<file path="src/rtl/sstx_pkg.sv">
package sstx_pkg;

    localparam int unsigned FRAME_BITS = 8;
    localparam int unsigned IDX_W      = $clog2(FRAME_BITS);

    typedef struct packed {
        logic                  busy;
        logic                  sclk;
        logic                  sdo;
        logic [IDX_W-1:0]      idx;
        logic [FRAME_BITS-1:0] sreg;
    } shift_st_t;

    typedef struct packed {
        logic [FRAME_BITS-1:0] hold;
        logic                  full;
        logic                  tend;
    } hold_st_t;

endpackage

</file>
<file path="src/rtl/sstx_edge_src.sv">
module sstx_edge_src #(
    parameter int unsigned CLK_DIV     = 4,
    parameter int unsigned SYNC_STAGES = 2
) (
    input  logic clk,
    input  logic rst_n,
    input  logic int_sel,
    input  logic run,
    input  logic sclk_now,
    input  logic ext_clk,
    output logic ev_rise,
    output logic ev_fall
);
    localparam int unsigned CNT_W = $clog2(CLK_DIV + 1);

    typedef struct packed {
        logic [CNT_W-1:0]     cnt;
        logic [SYNC_STAGES:0] sync;
    } es_t;

    es_t es_d, es_q;
    logic tick;
    logic ext_rise, ext_fall;

    always_comb begin
        es_d      = es_q;
        es_d.sync = {es_q.sync[SYNC_STAGES-1:0], ext_clk};
        tick      = run && (es_q.cnt == CNT_W'(CLK_DIV - 1));
        if (!run || tick) begin
            es_d.cnt = '0;
        end else begin
            es_d.cnt = es_q.cnt + 1'b1;
        end
        ext_rise = es_q.sync[SYNC_STAGES-1] & ~es_q.sync[SYNC_STAGES];
        ext_fall = ~es_q.sync[SYNC_STAGES-1] & es_q.sync[SYNC_STAGES];
        if (int_sel) begin
            ev_rise = tick & ~sclk_now;
            ev_fall = tick & sclk_now;
        end else begin
            ev_rise = run & ext_rise;
            ev_fall = run & ext_fall;
        end
    end

    always_ff @(posedge clk or negedge rst_n) begin
        if (!rst_n) begin
            es_q <= '0;
        end else begin
            es_q <= es_d;
        end
    end

    AST_EVENTS_EXCLUSIVE: assert property (@(posedge clk) disable iff (!rst_n)
        !(ev_rise && ev_fall));

endmodule

</file>
<file path="src/rtl/sstx_shifter.sv">
module sstx_shifter
    import sstx_pkg::*;
(
    input  logic                  clk,
    input  logic                  rst_n,
    input  logic                  enable,
    input  logic                  ovr_err,
    input  logic                  hold_full,
    input  logic [FRAME_BITS-1:0] hold_data,
    input  logic                  ev_rise,
    input  logic                  ev_fall,
    output logic                  take,
    output logic                  done,
    output logic                  busy,
    output logic                  sclk,
    output logic                  sdo
);
    localparam logic [IDX_W-1:0] LAST_IDX = IDX_W'(FRAME_BITS - 1);

    shift_st_t sh_d, sh_q;
    logic      at_end;
    localparam shift_st_t SH_RESET = '{busy: 1'b0, sclk: 1'b1, sdo: 1'b1,
                                       idx: '0, sreg: '0};

    always_comb begin
        sh_d   = sh_q;
        at_end = sh_q.busy && ev_fall && sh_q.sclk && (sh_q.idx == LAST_IDX);
        take   = enable && !ovr_err && hold_full && (!sh_q.busy || at_end);
        done   = enable && at_end && !take;
        if (!enable) begin
            sh_d = SH_RESET;
        end else if (take) begin
            sh_d.busy = 1'b1;
            sh_d.sclk = 1'b0;
            sh_d.sreg = hold_data;
            sh_d.sdo  = hold_data[0];
            sh_d.idx  = '0;
        end else if (at_end) begin
            sh_d.busy = 1'b0;
            sh_d.sclk = 1'b1;
        end else if (sh_q.busy && ev_rise && !sh_q.sclk) begin
            sh_d.sclk = 1'b1;
        end else if (sh_q.busy && ev_fall && sh_q.sclk) begin
            sh_d.sclk = 1'b0;
            sh_d.idx  = sh_q.idx + 1'b1;
            sh_d.sreg = sh_q.sreg >> 1;
            sh_d.sdo  = sh_q.sreg[1];
        end
    end

    always_ff @(posedge clk or negedge rst_n) begin
        if (!rst_n) begin
            sh_q <= SH_RESET;
        end else begin
            sh_q <= sh_d;
        end
    end

    assign busy = sh_q.busy;
    assign sclk = sh_q.sclk;
    assign sdo  = sh_q.sdo;

    AST_SCLK_IDLE_HIGH: assert property (@(posedge clk) disable iff (!rst_n)
        !sh_q.busy |-> sh_q.sclk);

    AST_SDO_STABLE_ON_RISE: assert property (@(posedge clk) disable iff (!rst_n)
        ($rose(sh_q.sclk) && sh_q.busy) |-> $stable(sh_q.sdo));

    AST_OVR_BLOCKS_START: assert property (@(posedge clk) disable iff (!rst_n)
        (!sh_q.busy && ovr_err) |=> !sh_q.busy);

endmodule

</file>
<file path="src/rtl/sync_serial_tx.sv">
module sync_serial_tx
    import sstx_pkg::*;
#(
    parameter int unsigned CLK_DIV     = 4,
    parameter int unsigned SYNC_STAGES = 2
) (
    input  logic                  clk,
    input  logic                  rst_n,
    input  logic                  tx_en,
    input  logic                  int_clk_sel,
    input  logic                  ext_sclk,
    input  logic                  wr_en,
    input  logic [FRAME_BITS-1:0] wr_data,
    input  logic                  ovr_err,
    input  logic                  txi_en,
    input  logic                  tei_en,
    output logic                  sclk_out,
    output logic                  sdo,
    output logic                  hre_flag,
    output logic                  tend_flag,
    output logic                  txi_req,
    output logic                  tei_req
);
    hold_st_t hs_d, hs_q;
    logic     sh_take, sh_done, sh_busy, sh_sclk, sh_sdo;
    logic     ev_rise, ev_fall;

    localparam hold_st_t HS_RESET = '{hold: '0, full: 1'b0, tend: 1'b1};

    always_comb begin
        hs_d = hs_q;
        if (!tx_en) begin
            hs_d = HS_RESET;
        end else begin
            if (sh_take) begin
                hs_d.full = 1'b0;
                hs_d.tend = 1'b0;
            end
            if (sh_done) begin
                hs_d.tend = 1'b1;
            end
            if (wr_en) begin
                hs_d.hold = wr_data;
                hs_d.full = 1'b1;
                hs_d.tend = 1'b0;
            end
        end
    end

    always_ff @(posedge clk or negedge rst_n) begin
        if (!rst_n) begin
            hs_q <= HS_RESET;
        end else begin
            hs_q <= hs_d;
        end
    end

    sstx_edge_src #(
        .CLK_DIV     (CLK_DIV),
        .SYNC_STAGES (SYNC_STAGES)
    ) u_edge (
        .clk      (clk),
        .rst_n    (rst_n),
        .int_sel  (int_clk_sel),
        .run      (sh_busy),
        .sclk_now (sh_sclk),
        .ext_clk  (ext_sclk),
        .ev_rise  (ev_rise),
        .ev_fall  (ev_fall)
    );

    sstx_shifter u_shift (
        .clk       (clk),
        .rst_n     (rst_n),
        .enable    (tx_en),
        .ovr_err   (ovr_err),
        .hold_full (hs_q.full),
        .hold_data (hs_q.hold),
        .ev_rise   (ev_rise),
        .ev_fall   (ev_fall),
        .take      (sh_take),
        .done      (sh_done),
        .busy      (sh_busy),
        .sclk      (sh_sclk),
        .sdo       (sh_sdo)
    );

    assign sclk_out  = int_clk_sel ? sh_sclk : 1'b1;
    assign sdo       = sh_sdo;
    assign hre_flag  = ~hs_q.full;
    assign tend_flag = hs_q.tend;
    assign txi_req   = hre_flag & txi_en;
    assign tei_req   = tend_flag & tei_en;

    AST_DISABLED_IDLE: assert property (@(posedge clk) disable iff (!rst_n)
        !tx_en |=> (hre_flag && tend_flag && sdo && sclk_out));

    AST_TEND_MEANS_IDLE: assert property (@(posedge clk) disable iff (!rst_n)
        hs_q.tend |-> !sh_busy);

endmodule

</file>
<file path="config.mk">
export PLATFORM = sky130hd
export DESIGN_NAME = sync_serial_tx
export DESIGN_NICKNAME = d
export VERILOG_FILES = /design/src/rtl/sstx_pkg.sv /design/src/rtl/sstx_edge_src.sv /design/src/rtl/sstx_shifter.sv /design/src/rtl/sync_serial_tx.sv
export SDC_FILE = /design/constraint.sdc
export NUM_CORES = 1
export LEC_CHECK = 0
export ABC_CLOCK_PERIOD_IN_PS = 3250
export BUFFER_PORTS_ARGS = -buffer_cell sky130_fd_sc_hd__buf_2
export CAP_MARGIN = 15
export CORE_MARGIN = 1.5
export CORE_UTILIZATION = 58
export DETAILED_ROUTE_END_ITERATION = 8
export GPL_TIMING_DRIVEN = 0
export PLACE_DENSITY = 0.82
export RECOVER_POWER = 50
export SETUP_SLACK_MARGIN = 0.15
export SYNTH_ARGS = -nofsm -noshare
export SYNTH_HDL_FRONTEND = slang
export SYNTH_HIERARCHICAL = 1
export SYNTH_SLANG_ARGS = --single-unit
</file>
<file path="constraint.sdc">
create_clock -name clk -period 3.25 [get_ports clk]
set_input_delay 0.1625 -clock clk [delete_from_list [all_inputs] [get_ports clk]]
set_output_delay 0.1625 -clock clk [all_outputs]
set_load 0.05 [all_outputs]
</file>
==> run metrics, run 1 <==
status finished with violations; failing checks max-capacitance violations, max-slew violations; synthesized cell area 0.001363 sq mm; first-pass GRT wire length 4181 um; slowest CP cell dfrtp_1; pwr dens 468.7 mW/mm^2; H-tree depth 2; die area 0.002649 sq mm; Antenna Cells 0; cell mode on critical path ha_1; Levels on crit path 7; grt peak-use layer met2; WL per Instance 14.58 um; cell family with most CP delay compound AO/OA/AOI/OAI gates; R2R Path Start u_edge/es_q[3]; clock sink count 29; worst r2r dst tend_flag; relative slew slack -0.01529; asr flop ratio synth 1.000; Seq/Total Area, Yosys 0.5354; Cells after DPL 167; Final Slew Violations 30; CTS tree built; commonest non-fill, non-tap cell in the layout dfrtp_1; R2R setup slack 1.24 ns; met1 GRT Util 0.2731; Initial Util 0.6160; predominant post-synthesis flop cell dfrtp_1; crit path max fanout 8; Post-CTS Setup Inserts 0; FP Rows 17; Mean Syn Cell Area 11.65 sq um; Yosys cell types 33; maximum VDD drop 0.3453 mV; Worst R2R Path Depth 7; number of buffers added on ports 22; post-synth top area cell dfrtp_1; initial antenna violation count 0; drt pass-1 iters 4; CP startpoint kind flop; Yosys reg bits 29; Resize count post-CTS 0; die height 51.47 um; max incr delay on CP 0.39 ns; worst-skew pair later-pin latency 0.32 ns; met3 usage 0.06140; Final Cycle Share 0.6194; die width 51.47 um; TritonCTS buffer count 5; worst slew pin tran 1.523 ns; vias in the first global route 955; EDFF count, synth 0; count of buffer and inverter cells on the critical path 0; GRT Resource Usage Total 0.2247; FMAX 496.8 MHz; Final setup violation count 0; met2 GRT Util 0.3632; fin cells 177; crit path cell chain ha_1, ha_1, a41o_1, nand3_1, a21o_1, nor2_1, o311ai_1; post-placement cell area 0.001508 sq mm; worst hold path type in -> reg; P&R area growth vs syn 17.17%; drt total wl 2580 um; Worst-path clk slew 0.09 ns; pin count of the biggest net entering global routing 30; Crit. Startpoint u_edge/es_q[3]; most frequent cells in the layout dfrtp_1, buf_2, nor2b_1; synth top area cells dfrtp_1, mux2i_1, dfstp_2; total gr overflow 0; max_cap viols 1; worst-case clock buffer depth 2; antenna-violating nets left 0; CP arrival 2.24 ns; RSZ-0062 raised after global routing false; Synth Warn # 6; via count 1023; Synth Instances 117; Initial DRC Count 15; DR vias/cell 5.780; Placer Congestion 0.8604; Core ar. 0.002212 sq mm; setup TNS 0 ns; dpl hpwl 1807 um; Final #Nets 169; P_leak 0.7772 nW; skew final 0.006162 ns; CP endpoint kind flop; Synthesized Nets 138; share of the synthesized area in the top cell type 0.4775; fin area 0.001597 sq mm; CP Class reg -> reg; critical path required time 3.48 ns; crit path time final 2.013 ns; DRC 0; Root Buffer clkbuf_4; layout cells sized above 1 0.2886; crit path to tend_flag; Top Ports 23; Final Hold Viols 0
-- registers in the layout, summed over array words and instances (netlist names) --
register      flops
hs_q              9
tend_flag         1
u_edge/es_d       2
u_edge/es_q       4
u_shift/busy      1
u_shift/sclk      1
u_shift/sdo       1
u_shift/sh_q     10
-- worst min-delay path by stage --
stage / depth (start not counted) / startpoint / endpoint
2_1_floorplan: 0 / rst_n / hs_q[1]
3_3_place_gp: 1 / rst_n / u_edge/es_d[2]
3_5_place_dp: 1 / rst_n / u_edge/es_q[5]
4_1_cts: 3 / wr_data[6] / hs_q[8]
5_1_grt: 3 / wr_data[7] / hs_q[9]
6_report: 3 / wr_data[6] / hs_q[8]
-- power breakdown --
| group | internal, mW | leakage [nW] | total [mW] | switching [mW] |
|---|---|---|---|---|
| combinational | 0.0408 | 0.360 | 0.102 | 0.0611 |
| clock | 0.125 | 0.0413 | 0.248 | 0.123 |
| sequential | 0.383 | 0.376 | 0.398 | 0.0151 |
| total | 0.549 | 0.777 | 0.748 | 0.199 |
-- cell type report --
cell class,count,area (sq um)
flip-flops and latches,29,729.5
inverters,7,26.28
well taps,28,35.03
fillers,180,615.6
multi-input cells,77,581.8
plain buffers,4,25.02
clock buffers,7,65.06
repair buffers,24,128.9
clock inverters,1,5.005
-- synthesized netlist by cell type (2+ instances only) --
cell      number
inv_1          7
ha_1           4
a21oi_1        2
nand2_1        4
nor3_1         2
a32o_1         2
mux2i_1        8
o221a_2        6
dfrtp_1       26
nor2b_1       10
nand3_1        4
o21a_1         7
buf_2          2
dfstp_2        3
nor2_1         7
nand4b_1       2
nand2b_1       5
-- through the flow --
stage                     setup slack (ns)  total power [mW]    util  hold WS, ns
after CTS                            1.237            0.7573  0.7223      0.09538
after global routing                 1.148            0.7788  0.7217       0.1181
after floorplan                      1.492            0.4685       -      -0.1331
after global placement               1.329            0.5003  0.6816       0.2105
after detailed placement             1.268            0.5056  0.6816       0.2208
final                                1.237            0.7482  0.7217       0.1019
-- repair_timing --
action / 4_1_cts / 5_1_grt
hold buffers: 2 / 0
endpoints found under the hold margin: 27 / 0
setup endpoints to repair: 0 / 0
-- tightest hold or removal path, cell delays in order --
cell	delay, ns
buf_2	0.07
mux2i_1	0.05
nor2b_1	0.10
-- per-layer routing --
| metal | share of wire | up-vias |
|---|---|---|
| met5 | 0 | - |
| met4 | 0.019 | 0 |
| met3 | 0.033 | 5 |
| met2 | 0.51 | 22 |
| met1 | 0.44 | 505 |
| li1 | - | 491 |
-- logic make-up (layout without fill, tap and decap cells) --
kind of cell	after synthesis	after routing	share of synthesized area
AO/OA/AOI/OAI	28	28	0.1809
adder cells (fa/ha/maj)	4	4	0.03673
buffers and inverters	11	43	0.03765
flip-flops	29	29	0.5354
multiplexers	8	8	0.05877
AND/OR/NAND/NOR	37	37	0.1506
(Power assumes the default switching activity.)
==> run 2, diff against run 1 <==
--- a/config.mk
+++ b/config.mk
@@ -5,14 +5,14 @@
 export SDC_FILE = /design/constraint.sdc
 export NUM_CORES = 1
 export LEC_CHECK = 0
-export ABC_CLOCK_PERIOD_IN_PS = 3250
+export ABC_CLOCK_PERIOD_IN_PS = 1700
 export BUFFER_PORTS_ARGS = -buffer_cell sky130_fd_sc_hd__buf_2
 export CAP_MARGIN = 15
 export CORE_MARGIN = 1.5
-export CORE_UTILIZATION = 58
+export CORE_UTILIZATION = 49
 export DETAILED_ROUTE_END_ITERATION = 8
 export GPL_TIMING_DRIVEN = 0
-export PLACE_DENSITY = 0.82
+export PLACE_DENSITY = 0.74
 export RECOVER_POWER = 50
 export SETUP_SLACK_MARGIN = 0.15
 export SYNTH_ARGS = -nofsm -noshare
==> constraint.sdc (replaced) <==
create_clock -name clk -period 1.7 [get_ports clk]
set_input_delay 0.085 -clock clk [delete_from_list [all_inputs] [get_ports clk]]
set_output_delay 0.085 -clock clk [all_outputs]
set_load 0.05 [all_outputs]
==> run 2 against run 1 <==
The run ends with negative setup slack left. Clock skew grew 0.0013 ns. Count of clock-buffer cells in the layout is 1 lower. Routed wire length increased by 16%. Critical path type unchanged. Combinational power is 120% higher. Cell area rose by 12%. Register-to-register slack worse by 1.3 ns. Sequential share of layout area is 4.9 points lower. Critical endpoint is now u_shift/sh_q[9].
==> run metrics, run 2 (synthesis results as in run 1) <==
Final Hold Viols 0; max incr delay on CP 0.42 ns; pwr dens 887.7 mW/mm^2; layout cells sized above 1 0.4025; Top reg by flops u_shift/sh_q; Final #Nets 179; crit path time final 1.770 ns; Worst-path clk slew 0.10 ns; clock sink count 29; Antenna Cells 0; Initial Util 0.5354; Largest regs u_shift/sh_q x10, hs_q x9, u_edge/es_q x4; Final Core Density 0.7035; max FFs per register 10; relative slew slack 0.5329; met1 WL 1306 um; GRT Resource Usage Total 0.2062; Cells after DPL 169; total gr overflow 0; slowest CP cell dfrtp_1; Core ar. 0.002545 sq mm; drt pass-1 iters 5; Final setup violation count 10; fin cells 189; die area 0.003106 sq mm; crit path cell chain ha_4, ha_4, a41o_4, buf_6, nand4b_1, buf_6, nor2_1, a32o_1; initial antenna violation count 0; CP Class reg -> reg; worst-case clock buffer depth 2; most frequent cells in the layout dfrtp_1, buf_2, nor2b_1; dpl hpwl 1880 um; DR vias/cell 5.735; P_leak 0.8351 nW; Final Cycle Share 1.041; skew final 0.007487 ns; status finished with violations; Met2 Wirelength 1451 um; Setup WS post-layout -0.06978 ns; crit path max fanout 5; die width 55.73 um; first-pass GRT wire length 4926 um; H-tree depth 2; FMAX 565.0 MHz; Placer Congestion 0.8042; Initial DRC Count 32; WL met3 144 um; failing checks negative setup slack; TritonCTS buffer count 5; worst hold path type in -> reg; Root Buffer clkbuf_4; pin count of the biggest net entering global routing 30; Top Ports 23; FP Rows 18; max_cap viols 0; hold_ws 0.02577 ns; number of buffers added on ports 22; critical path required time 1.92 ns; P&R area growth vs syn 31.41%; worst slew pin tran 0.7007 ns; vias in the first global route 1145; WL per Instance 15.80 um; maximum VDD drop 0.8678 mV; CP arrival 1.99 ns; CP startpoint kind flop; drt total wl 2986 um; Final Slew Violations 0; worst-skew pair later-pin latency 0.33 ns; commonest non-fill, non-tap cell in the layout dfrtp_1; DRC 0; die height 55.73 um; pre-CTS setup slack -0.2095 ns; top sig layer met4; antenna-violating nets left 0; CTS tree built; CP endpoint kind flop; RSZ-0062 raised after global routing true; via count 1084
==> run 2: cell count changes in the layout (fill, tap and decap cells not counted), moves of 2 or more <==
cell and delta:
buf_4 +5, buf_6 +3, ha_1 -2, ha_4 +2
==> run 2: cell type report <==
cell class | count | area [sq um]
tap | 30 | 37.54
fill | 181 | 754.5
buffer | 4 | 25.02
clock buffer | 6 | 51.30
sequential | 29 | 729.5
multi-input combinational | 77 | 669.4
inverter | 7 | 26.28
timing repair buffer | 34 | 214.0
clock inverter | 2 | 37.54
==> run 2: power breakdown <==
group          internal (mW)  switching (mW)  total [mW]
logic                 0.0933           0.128       0.221
clock network          0.349           0.254       0.604
registers              0.733          0.0318       0.764
total                   1.18           0.414        1.59
==> run 2: final timing paths <==
| check | start | endpoint | slack [ns] | depth (start not counted) |
|---|---|---|---|---|
| setup / recovery | u_edge/es_q[3] | u_shift/sh_q[9] | -0.07 | 8 |
| hold / removal | wr_data[2] | hs_q[4] | 0.03 | 3 |
| min in group asynchronous | rst_n | u_shift/sh_q[8] | 0.33 | 2 |
| setup reg to reg | u_edge/es_q[3] | u_shift/sh_q[9] | -0.07 | 8 |
| max in group asynchronous | rst_n | hs_q[6] | 0.93 | 2 |
| hold reg to reg | u_edge/es_d[1] | u_edge/es_d[2] | 0.36 | 0 |
==> run 2: through the flow <==
step           power, mW  setup TNS (ns)  area [sq um]
3_5_place_dp      0.9661          -2.172          1530
2_1_floorplan     0.8965               0          1383
5_1_grt            1.662          -1.137          1790
6_report           1.589         -0.4399          1790
4_1_cts            1.583         -0.2112          1723
3_3_place_gp      0.9590          -1.036          1530
==> run 2: timing repair <==
| action | CTS | global route |
|---|---|---|
| hold buffers | 2 | 0 |
| hold endpoints to repair | 27 | 0 |
| buffers inserted | 6 | 3 |
| setup endpoints to repair | 14 | 14 |
| cloned | 0 | 1 |
| resized for setup | 8 | 7 |
| pin swaps | 8 | 8 |
==> run 2: per-layer routing <==
layer	vias up	GRT usage
li1	515	-
met3	10	0.04884
met2	36	0.3452
met5	-	0
met1	523	0.2393
met4	0	0.1220
==> run 2: critical path: cells and delay by family, from the launching register on <==
family / cells / cell delay, ns
DFF: 1 / 0.42
and+or+nand+nor: 2 / 0.18
buffers and inverters: 2 / 0.27
adders and majority gates: 2 / 0.35
AOI/OAI and AO/OA: 2 / 0.45
==> run 3, diff against run 2 <==
--- a/config.mk
+++ b/config.mk
@@ -9,10 +9,9 @@
 export BUFFER_PORTS_ARGS = -buffer_cell sky130_fd_sc_hd__buf_2
 export CAP_MARGIN = 15
 export CORE_MARGIN = 1.5
-export CORE_UTILIZATION = 49
+export CORE_UTILIZATION = 35
 export DETAILED_ROUTE_END_ITERATION = 8
 export GPL_TIMING_DRIVEN = 0
-export PLACE_DENSITY = 0.74
 export RECOVER_POWER = 50
 export SETUP_SLACK_MARGIN = 0.15
 export SYNTH_ARGS = -nofsm -noshare
==> run 3 against run 2 <==
The flow now finishes without violations. Hold slack gained 0.051 ns. Sequential power shrank 0.5%. Critical path depth shrank 1. Clock skew shrank 0.0047 ns. Utilization shrank 22 points. First-iteration DRC count grew 28%. Critical endpoint is now u_shift/sh_q[5]. Largest power group unchanged.
==> run metrics, run 3 (synthesis results as in run 1) <==
relative slew slack 0.5336; Setup WS post-layout 0.04350 ns; CP startpoint kind flop; pre-CTS setup slack -0.1680 ns; Placer Congestion 0.7738; vias in the first global route 1015; status completed; pwr dens 948.9 mW/mm^2; count of buffer and inverter cells on the critical path 1; setup TNS 0 ns; DR vias/cell 5.089; commonest non-fill, non-tap cell in the layout dfrtp_1; RSZ-0062 raised after global routing true; cell family with most CP delay compound AO/OA/AOI/OAI gates; worst-case clock buffer depth 2; most frequent cells in the layout dfrtp_1, buf_2, nor2b_1; Final #Nets 174; GRT Resource Usage Total 0.1425; maximum VDD drop 0.6910 mV; Root Buffer clkbuf_8; die area 0.004277 sq mm; worst-skew pair later-pin latency 0.28 ns; CP arrival 1.82 ns; drt pass-1 iters 6; H-tree depth 2; P_leak 0.8235 nW; crit path time final 1.656 ns; die height 65.40 um; die width 65.40 um; first-pass GRT wire length 4602 um; layout cells sized above 1 0.3831; worst slew pin tran 0.6997 ns; FMAX 603.7 MHz; Final Cycle Share 0.9744; critical path required time 1.86 ns; P&R area growth vs syn 32.05%; CTS tree built; crit path max fanout 7; Core ar. 0.003689 sq mm; DRC 0; worst hold path type in -> reg; CP Class reg -> reg; Initial DRC Count 41; total gr overflow 0; FILL cells 348; Worst-path clk slew 0.06 ns; Initial Util 0.3694; Final Hold Viols 0; Worst Hold Launch wr_data[1]; slowest CP cell dfrtp_1; dpl hpwl 1775 um; clock sink count 29; drt total wl 2639 um; Crit. Startpoint u_edge/es_q[3]; number of buffers added on ports 22; R2R Path Start u_edge/es_q[3]; skew final 0.002756 ns; CP endpoint kind flop; initial antenna violation count 0; worst r2r dst u_shift/sh_q[5]; Final Slew Violations 0; Hold EP hs_q[3]; FP Rows 22; Top Ports 23; max_cap viols 0; Final setup violation count 0; max FFs per register 10; antenna-violating nets left 0; crit path cell chain ha_2, ha_4, a41o_4, nand2_2, a22oi_2, buf_4, o221a_2; max incr delay on CP 0.38 ns; R2R setup slack 0.04 ns; WHS Path Cells 3; pin count of the biggest net entering global routing 30; Antenna Cells 0; Worst R2R Path Depth 7; post-route total power 1.707 mW; Largest regs u_shift/sh_q x10, hs_q x9, u_edge/es_q x4; Top reg by flops u_shift/sh_q; hold_ws 0.07670 ns; via count 1028; WL per Instance 13.06 um; TritonCTS buffer count 5
==> run 3: routing by layer <==
layer  wire length, um  share of wire  vias to the layer above  GRT usage
li1                  -              -                      503          -
met1              1223           0.46                      497     0.1823
met2              1264           0.48                       22     0.2245
met3               111          0.042                        6    0.04623
met4                39          0.015                        0    0.05469
met5                 0              0                        -          0
==> run 3: worst reg2reg max path: stages (launching register included) <==
cell	delay, ns
dfrtp_1	0.38
ha_2	0.18
ha_4	0.16
a41o_4	0.23
nand2_2	0.09
a22oi_2	0.07
buf_4	0.16
o221a_2	0.25
==> run 3: worst max-delay path by stage <==
stage                           end  depth (start not counted)
finish              u_shift/sh_q[5]                          7
global route                hs_q[1]                          8
CTS                         hs_q[1]                          8
detailed placement  u_shift/sh_q[2]                          6
global placement    u_shift/sh_q[5]                          6
floorplan                 tend_flag                          7
==> run 3: area by class of cell <==
class,instances,area (sq um),share of cell area
Sequential cell,29,729.5,0.4054
Clock buffer,7,86.33,0.04798
Multi-Input combinational cell,77,674.4,0.3748
Inverter,7,26.28,0.01460
Tap cell,48,60.06,0.03338
Timing Repair Buffer,29,167.7,0.09318
Clock inverter,1,30.03,0.01669
Buffer,4,25.02,0.01391
==> run 3: where the power goes <==
| group | internal (mW) | switching, mW |
|---|---|---|
| Combinational | 0.0938 | 0.129 |
| Clock | 0.477 | 0.248 |
| Sequential | 0.734 | 0.0259 |
==> run 3: stage by stage <==
stage	instance area, sq um	instances	utilization
after floorplan	1383	117	-
after global placement	1553	187	0.4210
after detailed placement	1553	187	0.4210
after CTS	1743	201	0.4725
after global routing	1799	202	0.4878
final	1799	202	0.4878
==> run 3: repair_timing <==
action | 4_1_cts | 5_1_grt
hold buffers | 2 | 0
setup buffers | 4 | 1
gates resized for setup | 6 | 8
endpoints found under the setup margin | 14 | 14
endpoints found under the hold margin | 27 | 0
pin swaps | 9 | 3
